### config.mk
export PLATFORM = sky130hd
export DESIGN_NAME = subport_bank
export DESIGN_NICKNAME = d
export VERILOG_FILES = /design/src/rtl/subport_pkg.sv /design/src/rtl/subport_decode.sv /design/src/rtl/subport_seq.sv /design/src/rtl/subport_regfile.sv /design/src/rtl/subport_bank.sv
export SDC_FILE = /design/constraint.sdc
export NUM_CORES = 1
export LEC_CHECK = 0
export ABC_AREA = 1
export BUFFER_PORTS_ARGS = -buffer_cell sky130_fd_sc_hd__clkbuf_2
export CORE_MARGIN = 4
export CORE_UTILIZATION = 26
export CTS_CLUSTER_SIZE = 30
export DETAILED_ROUTE_END_ITERATION = 6
export GPL_ROUTABILITY_DRIVEN = 0
export PLACE_DENSITY = 0.55
export SYNTH_ARGS = -nofsm -noshare
export SYNTH_HDL_FRONTEND = slang
export SYNTH_SLANG_ARGS = --single-unit
### constraint.sdc
create_clock -name clk -period 2.5 [get_ports clk]
set_input_delay 0.125 -clock clk [delete_from_list [all_inputs] [get_ports clk]]
set_output_delay 0.125 -clock clk [all_outputs]
set_load 0.01 [all_outputs]
### src/rtl/subport_pkg.sv
// Shared types for the indirect subport bank.
// Assumes a 4-bit data bus and at most sixteen subports.
package subport_pkg;

    localparam int NIB_W  = 4;
    localparam int BYTE_W = 8;
    localparam int MAX_PORTS = 16;

    // Sequencing state of the indirect access protocol
    typedef enum logic [1:0] {
        PH_PTR    = 2'd0,   // next module access loads the pointer
        PH_FIRST  = 2'd1,   // next access moves the first data nibble
        PH_SECOND = 2'd2    // next access moves the second nibble of a byte
    } phase_e;

    // One qualified bus access aimed at this module
    typedef struct packed {
        logic wr;
        logic rd;
    } access_t;

endpackage

### src/rtl/subport_decode.sv
// Module address decoder.
// Qualifies the bus strobes against the module address. A write strobe
// wins over a read strobe given in the same cycle.
// Assumes the strobes last one cycle per bus access.
module subport_decode #(
    parameter int          ADDR_W   = 4,
    parameter logic [3:0]  MOD_ADDR = 4'hA
) (
    input  logic [ADDR_W-1:0]     bus_addr,
    input  logic                  bus_wr,
    input  logic                  bus_rd,
    output subport_pkg::access_t  acc
);

    logic sel;

    // Address match for this module
    always_comb sel = (bus_addr == ADDR_W'(MOD_ADDR));

    // Qualified strobes, write has priority
    always_comb begin
        acc.wr = sel & bus_wr;
        acc.rd = sel & bus_rd & ~bus_wr;
    end

endmodule

### src/rtl/subport_seq.sv
// Access sequencer for the indirect bank.
// Holds the pointer, the phase and the held nibble used by byte
// transfers. Produces the write request for the register bank and the
// read nibble. Assumes rd_val is the current content of subport ptr_q.
module subport_seq #(
    parameter int               NUM_PORTS = 16,
    parameter logic [15:0]      BYTE_MASK = 16'hCA53
) (
    input  logic                  clk,
    input  logic                  rst_n,
    input  subport_pkg::access_t  acc,
    input  logic [3:0]            wdata,
    input  logic [7:0]            rd_val,
    output logic [3:0]            ptr_q,
    output logic                  data_phase,
    output logic [3:0]            rdata,
    output logic                  wr_en,
    output logic [7:0]            wr_val
);
    import subport_pkg::*;

    phase_e     ph_q, ph_d;
    logic [3:0] ptr_d;
    logic [3:0] hold_q, hold_d;
    logic       ptr_in_range;
    logic       ptr_is_byte;

    // Width attribute of the selected subport
    always_comb begin
        ptr_in_range = (int'(ptr_q) < NUM_PORTS);
        ptr_is_byte  = ptr_in_range & BYTE_MASK[ptr_q];
    end

    // Next-state, write request and read data
    always_comb begin
        ph_d   = ph_q;
        ptr_d  = ptr_q;
        hold_d = hold_q;
        wr_en  = 1'b0;
        wr_val = '0;
        rdata  = '0;
        unique case (ph_q)
            PH_PTR: begin
                if (acc.wr) begin
                    ptr_d = wdata;
                    ph_d  = PH_FIRST;
                end else if (acc.rd) begin
                    rdata = ptr_q;
                end
            end
            PH_FIRST: begin
                if (acc.wr) begin
                    if (ptr_is_byte) begin
                        hold_d = wdata;
                        ph_d   = PH_SECOND;
                    end else begin
                        wr_en  = 1'b1;
                        wr_val = {4'h0, wdata};
                        ph_d   = PH_PTR;
                    end
                end else if (acc.rd) begin
                    if (ptr_is_byte) begin
                        rdata  = rd_val[7:4];
                        hold_d = rd_val[3:0];
                        ph_d   = PH_SECOND;
                    end else begin
                        rdata = rd_val[3:0];
                        ph_d  = PH_PTR;
                    end
                end
            end
            PH_SECOND: begin
                if (acc.wr) begin
                    wr_en  = 1'b1;
                    wr_val = {wdata, hold_q};
                    ph_d   = PH_PTR;
                end else if (acc.rd) begin
                    rdata = hold_q;
                    ph_d  = PH_PTR;
                end
            end
            default: ph_d = PH_PTR;
        endcase
    end

    // State registers with synchronous reset
    always_ff @(posedge clk) begin
        if (!rst_n) begin
            ph_q   <= PH_PTR;
            ptr_q  <= '0;
            hold_q <= '0;
        end else begin
            ph_q   <= ph_d;
            ptr_q  <= ptr_d;
            hold_q <= hold_d;
        end
    end

    // Phase indication for the top level
    always_comb data_phase = (ph_q != PH_PTR);

endmodule

### src/rtl/subport_regfile.sv
// Bank of subport registers.
// Each slot is four or eight bits wide according to BYTE_MASK. Nibble
// slots are zero-extended on the flat output. Writes to an index
// beyond NUM_PORTS are dropped.
module subport_regfile #(
    parameter int           NUM_PORTS = 16,
    parameter logic [15:0]  BYTE_MASK = 16'hCA53,
    localparam int          FLAT_W    = NUM_PORTS * 8
) (
    input  logic              clk,
    input  logic              rst_n,
    input  logic              wr_en,
    input  logic [3:0]        idx,
    input  logic [7:0]        wr_val,
    output logic [7:0]        rd_val,
    output logic [FLAT_W-1:0] regs_flat
);

    for (genvar i = 0; i < NUM_PORTS; i++) begin : g_slot
        if (BYTE_MASK[i]) begin : g_byte
            logic [7:0] q;
            // Byte slot storage
            always_ff @(posedge clk) begin
                if (!rst_n)
                    q <= '0;
                else if (wr_en && idx == 4'(i))
                    q <= wr_val;
            end
            assign regs_flat[i*8 +: 8] = q;
        end else begin : g_nib
            logic [3:0] q;
            // Nibble slot storage
            always_ff @(posedge clk) begin
                if (!rst_n)
                    q <= '0;
                else if (wr_en && idx == 4'(i))
                    q <= wr_val[3:0];
            end
            assign regs_flat[i*8 +: 8] = {4'h0, q};
        end
    end

    // Read mux for the selected slot
    always_comb begin
        rd_val = '0;
        for (int k = 0; k < NUM_PORTS; k++) begin
            if (idx == 4'(k))
                rd_val = regs_flat[k*8 +: 8];
        end
    end

endmodule

### src/rtl/subport_bank.sv
// Indirect subport register bank, top level.
// Connects the address decoder, the sequencer and the register bank.
// Assumes a 4-bit I/O bus with one-cycle strobes. Read data is
// combinational in the strobe cycle.
module subport_bank #(
    parameter logic [3:0]  MOD_ADDR  = 4'hA,
    parameter int          NUM_PORTS = 16,
    parameter logic [15:0] BYTE_MASK = 16'hCA53,
    localparam int         FLAT_W    = NUM_PORTS * 8
) (
    input  logic              clk,
    input  logic              rst_n,
    input  logic [3:0]        bus_addr,
    input  logic              bus_wr,
    input  logic              bus_rd,
    input  logic [3:0]        bus_wdata,
    output logic [3:0]        bus_rdata,
    output logic              bus_rdata_en,
    output logic              data_phase,
    output logic [FLAT_W-1:0] sub_regs
);
    import subport_pkg::*;

    access_t    acc;
    logic [3:0] ptr;
    logic [7:0] rd_val;
    logic [7:0] wr_val;
    logic       wr_en;
    logic [3:0] seq_rdata;

    subport_decode #(
        .ADDR_W   (4),
        .MOD_ADDR (MOD_ADDR)
    ) u_dec (
        .bus_addr (bus_addr),
        .bus_wr   (bus_wr),
        .bus_rd   (bus_rd),
        .acc      (acc)
    );

    subport_seq #(
        .NUM_PORTS (NUM_PORTS),
        .BYTE_MASK (BYTE_MASK)
    ) u_seq (
        .clk        (clk),
        .rst_n      (rst_n),
        .acc        (acc),
        .wdata      (bus_wdata),
        .rd_val     (rd_val),
        .ptr_q      (ptr),
        .data_phase (data_phase),
        .rdata      (seq_rdata),
        .wr_en      (wr_en),
        .wr_val     (wr_val)
    );

    subport_regfile #(
        .NUM_PORTS (NUM_PORTS),
        .BYTE_MASK (BYTE_MASK)
    ) u_rf (
        .clk       (clk),
        .rst_n     (rst_n),
        .wr_en     (wr_en),
        .idx       (ptr),
        .wr_val    (wr_val),
        .rd_val    (rd_val),
        .regs_flat (sub_regs)
    );

    // Bus read drive
    always_comb begin
        bus_rdata_en = acc.rd;
        bus_rdata    = acc.rd ? seq_rdata : 4'h0;
    end

endmodule

==> results of run 1 <==
critical path: cells and delay by family (launching register included):
kind | cells | cell delay, ps
buffers and inverters | 4 | 370
and+or+nand+nor | 5 | 550
DFF | 1 | 420
AOI/OAI and AO/OA | 3 | 590
layer usage:
layer / part of all wire (%) / track usage [%] / up-vias
met5: 0 / 0 / -
met4: 2.5 / 5.59 / 0
met3: 4.9 / 3.03 / 25
met2: 44 / 23.6 / 161
met1: 48 / 21.6 / 2322
li1: - / - / 2582
worst paths after layout:
path	startpoint	endpoint	slack, ps	cells after the start
min reg2reg	u_rf.g_slot[9].g_byte.q[5]$_SDFFE_PN0P_	u_rf.g_slot[9].g_byte.q[5]$_SDFFE_PN0P_	490	2
min	bus_wdata[2]	u_seq.hold_q[2]$_SDFFE_PN0P_	140	3
max	u_seq.ptr_q[0]$_SDFFE_PN0P_	bus_rdata[0]	60	12
max reg2reg	u_seq.ph_q[1]$_SDFFE_PN0P_	u_rf.g_slot[6].g_byte.q[6]$_SDFFE_PN0P_	250	10
Yosys cell counts (6+ instances only):
library cell and number:
buf_4 32, clkbuf_1 16, a221oi_1 9, inv_2 6, o21ai_0 112, a21oi_1 88
nand2_1 124, buf_2 9, nand3_1 21, or2_2 12, nor2_1 86, dfxtp_1 107
inv_1 47, nor2_2 16
registers in the layout, indices dropped and copies added (netlist names):
signal                count
u_seq.hold_q              4
u_rf.g_slot.g_nib.q      32
u_seq.ptr_is_byte         1
u_rf.g_slot.g_byte.q     64
u_seq.ptr_q               4
u_seq.ph_q                2
power by group:
group | total, W | switching, W | internal [W]
combinational | 0.000199 | 0.000140 | 0.0000588
clock | 0.00152 | 0.000648 | 0.000876
sequential | 0.00172 | 0.00000895 | 0.00171
total | 0.00344 | 0.000797 | 0.00264
logic make-up (layout without fill, tap and decap cells):
kind of cell	after synthesis	after routing	share of synthesized area (%)
and+or+nand+nor	275	275	23.1
AOI/OAI and AO/OA	221	221	22.9
buffers and inverters	110	209	10.7
DFF	107	107	42.0
adders and majority gates	4	4	0.982
other	1	32	0.0736
muxes	1	1	0.221
final cells by class:
class	instances	area share, %
inverter	53	3.33
clock buffer	11	3.59
tap	260	5.01
timing repair buffer	140	12.3
multi-input combinational	533	41.4
clock inverter	5	1.20
sequential	107	33.2
per-stage QoR:
step                      TNS, ps  hold WS [ps]  util (%)  instances
after floorplan                 0           285         -        750
after global placement          0           480      30.9       1081
after detailed placement        0           480      30.9       1081
after CTS                       0           113      33.2       1102
after global routing         -230           156      34.1       1109
final                           0           137      34.1       1109
timing repair:
item / in CTS / in global routing
setup endpoints to repair: 4 / 4
gates resized for setup: 26 / 39
buffers inserted: 5 / 7
hold buffers: 0 / 0
cloned: 0 / 0
pin swaps: 5 / 14
==> metrics.yaml, run 1 <==
status:
  status: "complete, no violations"
synth:
  ys_ff_latch: 107
  netlist_area_mm2: 0.00509
  yosysSeqAreaShare_pct: 42.0
  synth_enable_flop_cells: 0
  ys_types: 29
  yosysWarnings: 0
  yosysTopAreaCellShare_pct: 42.0
  synth_largest_area_cell: "dfxtp_1"
  synth_async_sr_flop_share_pct: 0
  synthFlopType: "dfxtp_1"
  netlist_instances: 719
  syn_area_per_cell_um2: 7.09
  synth_area_leaders: "dfxtp_1, o21ai_0, nand2_1, a21oi_1, nor2_1"
global_routing:
  grt_overflow: 0
  antenna_found_initial: 0
  grt_max_degree: 84
  grtUsageTotal_pct: 15.4
  grt_pass1_wl_um: 26300
  grt_pass1_vias: 4606
floorplan:
  ios: 146
  dieArea_mm2: 0.0219
  dieHeight_um: 148
  core_area_mm2: 0.0190
  fp-row-count: 50
  die_w_um: 148
  start_util_pct: 26.8
cells_and_area:
  antenna_cells: 0
  seq_area_mm2: 0.00216
  fin_area_mm2: 0.00649
  nets: 860
  mostFrequentLayoutCells: "nand2_1, o21ai_0, clkbuf_2"
  drive_gt1_share_pct: 26.9
  nFillCells: 2097
  multiInputGateArea_mm2: 0.00269
  area_delta_synth_final_pct: 27.4
route:
  vias: 5090
  ant_nets: 0
  totalWireLength_um: 17500
  first_pass_iters: 5
  wl_per_cell_um: 15.7
  drc: 0
  routed_via_density: 4.59
  dr.first_iter.drc_count: 407
clock_network:
  cts_num_sinks: 107
  insertion_delay_ps: 350
  cts_buffers: 9
  root_buffer: "clkbuf_16"
  htreeDepth: 3
  clk_pin_slew_ps: 70
  clk_path_buf_depth: 2
  cts_tree: "built"
place:
  dp_slack_ps: 195
  postPlaceCellArea_mm2: 0.00588
  dp_hpwl_um: 13100
  port_buffers: 113
critical_path:
  cp_cell_sequence: "inv_4 -> nand2_4 -> nor2_4 -> buf_4 -> a22o_1 -> a221oi_1 -> nand4_1 -> nand2_1 -> inv_1 -> nand2_1 -> a21oi_2 -> buf_2"
  slowest_stage: "dfxtp_4"
  crit_type: "flip-flop to output port"
  end_kind: "output port"
  required_ps: 2380
  cp_max_fo: 5
  slowest_delay_ps: 420
  cp-start-kind: "flip-flop"
  crit_top_cell: "nand2_1"
  cp.arrival_ps: 2310
power:
  p_leak_nw: 2.94
  report.power.total_w: 0.00344
  irDropWorstVdd_mv: 0.313
  p_per_area_mw_per_mm2: 530
sta:
  finalCriticalPeriod_ps: 2440
  rsz0062_at_grt: "yes"
  fmax_ghz: 0.410
  tightestPinTransition_ps: 705
  finalSetupViolCount: 0
  relSlewSlack_pct: 52.8
  layout_setup_ws_ps: 62.8
  finalMaxSlewViolations: 0
  finClkSkew_ps: 6.35
  hold_viol: 0
  period_share_pct: 97.5
worst_hold_path:
  min_path_type: "input port to flip-flop"
run:
  drv_cap: 0
(Power assumes the default switching activity.)
==> inputs of run 2 (changes only) <==
--- a/config.mk
+++ b/config.mk
@@ -7,7 +7,7 @@
 export LEC_CHECK = 0
 export ABC_AREA = 1
 export BUFFER_PORTS_ARGS = -buffer_cell sky130_fd_sc_hd__clkbuf_2
-export CORE_MARGIN = 4
+export CORE_MARGIN = 2
 export CORE_UTILIZATION = 26
 export CTS_CLUSTER_SIZE = 30
 export DETAILED_ROUTE_END_ITERATION = 6
==> metrics.yaml, run 2 (same netlist as run 1, synthesis figures left out) <==
critical_path:
  slowest_stage: "dfxtp_4"  # unchanged
  end_kind: "output port"  # unchanged
  crit_type: "flip-flop to output port"  # unchanged
  slowest_delay_ps: 430  # was 420 ps
  cp.arrival_ps: 2290  # was 2310 ps
  required_ps: 2380  # about the same
  cp_cell_sequence: "nand2_1 -> nor2_1 -> inv_1 -> or2_2 -> nand2_2 -> nand2_2 -> nand2_2 -> nand2_1 -> nand2_1 -> a21oi_1 -> buf_2"  # was inv_4 -> nand2_4 -> nor2_4 -> buf_4 -> a22o_1 -> a221oi_1 -> nand4_1 -> nand2_1 -> inv_1 -> nand2_1 -> a21oi_2 -> buf_2
  cp-start-kind: "flip-flop"  # unchanged
  cp_max_fo: 5  # unchanged
clock_network:
  insertion_delay_ps: 360  # was 350 ps
  cts_num_sinks: 107  # unchanged
  cts_buffers: 9  # unchanged
  root_buffer: "clkbuf_16"  # unchanged
  cts_tree: "built"  # unchanged
  clk_pin_slew_ps: 70  # about the same
  htreeDepth: 3  # unchanged
  hold_buffers: 0  # unchanged
  clk_path_buf_depth: 2  # unchanged
global_routing:
  antenna_found_initial: 0  # unchanged
  grt_overflow: 0  # unchanged
  grt_pass1_wl_um: 25800  # was 26300 um
  grtUsageTotal_pct: 16.2  # was 15.4%
  grt_pass1_vias: 4715  # was 4606
  grt_max_degree: 81  # was 84
sta:
  tightestPinTransition_ps: 734  # was 705 ps
  finClkSkew_ps: 10.4  # was 6.35 ps
  finalMaxSlewViolations: 0  # unchanged
  fmax_ghz: 0.413  # was 0.410 GHz
  finalSetupTns_ps: 0  # unchanged
  hold_viol: 0  # unchanged
  finalSetupViolCount: 0  # unchanged
  finalCriticalPeriod_ps: 2420  # was 2440 ps
  relSlewSlack_pct: 50.9  # was 52.8%
  rsz0062_at_grt: "yes"  # unchanged
  holdWs_ps: 129  # was 137 ps
  period_share_pct: 96.8  # was 97.5%
power:
  p_leak_nw: 2.91  # was 2.94 nW
  irDropWorstVdd_mv: 0.357  # was 0.313 mV
  p_per_area_mw_per_mm2: 506  # was 530 mW/mm2
route:
  drc: 0  # unchanged
  wl_per_cell_um: 15.5  # was 15.7 um
  totalWireLength_um: 17200  # was 17500 um
  dr.first_iter.drc_count: 348  # was 407
  vias: 5136  # was 5090
  first_pass_iters: 6  # was 5
  ant_nets: 0  # unchanged
  routed_via_density: 4.62  # was 4.59
cells_and_area:
  largest_reg_flops: 64  # unchanged
  reg_top3: "u_rf.g_slot.g_byte.q (64), u_rf.g_slot.g_nib.q (32)"  # unchanged
  antenna_cells: 0  # unchanged
  mostFrequentLayoutCells: "nand2_1, o21ai_0, clkbuf_2"  # unchanged
  nets: 857  # was 860
  fin_util_pct: 33.5  # was 34.1%
  nFillCells: 2089  # was 2097
  area_delta_synth_final_pct: 27.2  # was 27.4%
  largest_register: "u_rf.g_slot.g_byte.q"  # unchanged
  final_cell_count_no_fill: 1111  # was 1109
  drive_gt1_share_pct: 27.7  # was 26.9%
worst_hold_path:
  min_path_type: "input port to flip-flop"  # unchanged
floorplan:
  start_util_pct: 26.4  # was 26.8%
  dieHeight_um: 144  # was 148 um
  dieArea_mm2: 0.0207  # was 0.0219 mm2
  die_w_um: 144  # was 148 um
  ios: 146  # unchanged
  core_area_mm2: 0.0193  # was 0.0190 mm2
  fp-row-count: 51  # was 50
place:
  dpl.cell_count: 1083  # was 1081
  dp_hpwl_um: 12900  # was 13100 um
  port_buffers: 113  # unchanged
status:
  status: "complete, no violations"  # unchanged
run:
  drv_cap: 0  # unchanged
run 2: metal layers:
layer / vias up / track usage, % / share of wire (%)
li1: 2576 / - / -
met1: 2375 / 21.6 / 46
met2: 168 / 26.8 / 47
met3: 17 / 2.68 / 5.5
met4: 0 / 5.01 / 1.3
met5: - / 0 / 0
run 2: area by class of cell:
cell class | count | area (um2) | share of cell area, %
Inverter | 53 | 225 | 3.47
Timing Repair Buffer | 136 | 757 | 11.7
Clock buffer | 9 | 225 | 3.47
Clock inverter | 7 | 51.3 | 0.792
Timing Repair inverter | 1 | 7.51 | 0.116
Sequential cell | 107 | 2160 | 33.3
Multi-Input combinational cell | 533 | 2730 | 42.1
Tap cell | 265 | 332 | 5.12
run 2: timing repair:
action | in CTS | in global routing
setup buffers | 5 | 6
pin swaps | 4 | 11
gates resized for setup | 22 | 58
endpoints found under the setup margin | 4 | 5
gates cloned | 0 | 1
run 2: final timing paths:
check	start	endpoint	slack [ps]	cells after the start
worst max-delay path	u_seq.ptr_q[2]$_SDFFE_PN0P_	bus_rdata[2]	80	11
worst min-delay path	bus_wdata[3]	u_seq.hold_q[3]$_SDFFE_PN0P_	130	3
worst max register to register	u_seq.ph_q[1]$_SDFFE_PN0P_	u_rf.g_slot[14].g_byte.q[2]$_SDFFE_PN0P_	220	11
worst min register to register	u_rf.g_slot[9].g_byte.q[5]$_SDFFE_PN0P_	u_rf.g_slot[9].g_byte.q[5]$_SDFFE_PN0P_	500	2
run 2: critical path: cells and delay by family, from the launching register on:
kind,cells,cell delay [ps]
buffers and inverters,2,270
AO/OA/AOI/OAI,1,50
flip-flops,1,430
AND/OR/NAND/NOR,8,1190
run 2: stage by stage:
step / power, W / setup slack, ps / area (um2)
after CTS: 0.00331 / 3.10 / 6240
after global placement: 0.00193 / 232 / 5870
after floorplan: 0.00191 / 727 / 5210
final: 0.00328 / 80.6 / 6480
after detailed placement: 0.00193 / 206 / 5870
after global routing: 0.00340 / -57.6 / 6480
run 2: power breakdown:
part           switching (W)  total (W)  internal, W
Sequential        0.00000986    0.00172      0.00171
Clock               0.000682    0.00137     0.000686
Combinational       0.000140   0.000195    0.0000549
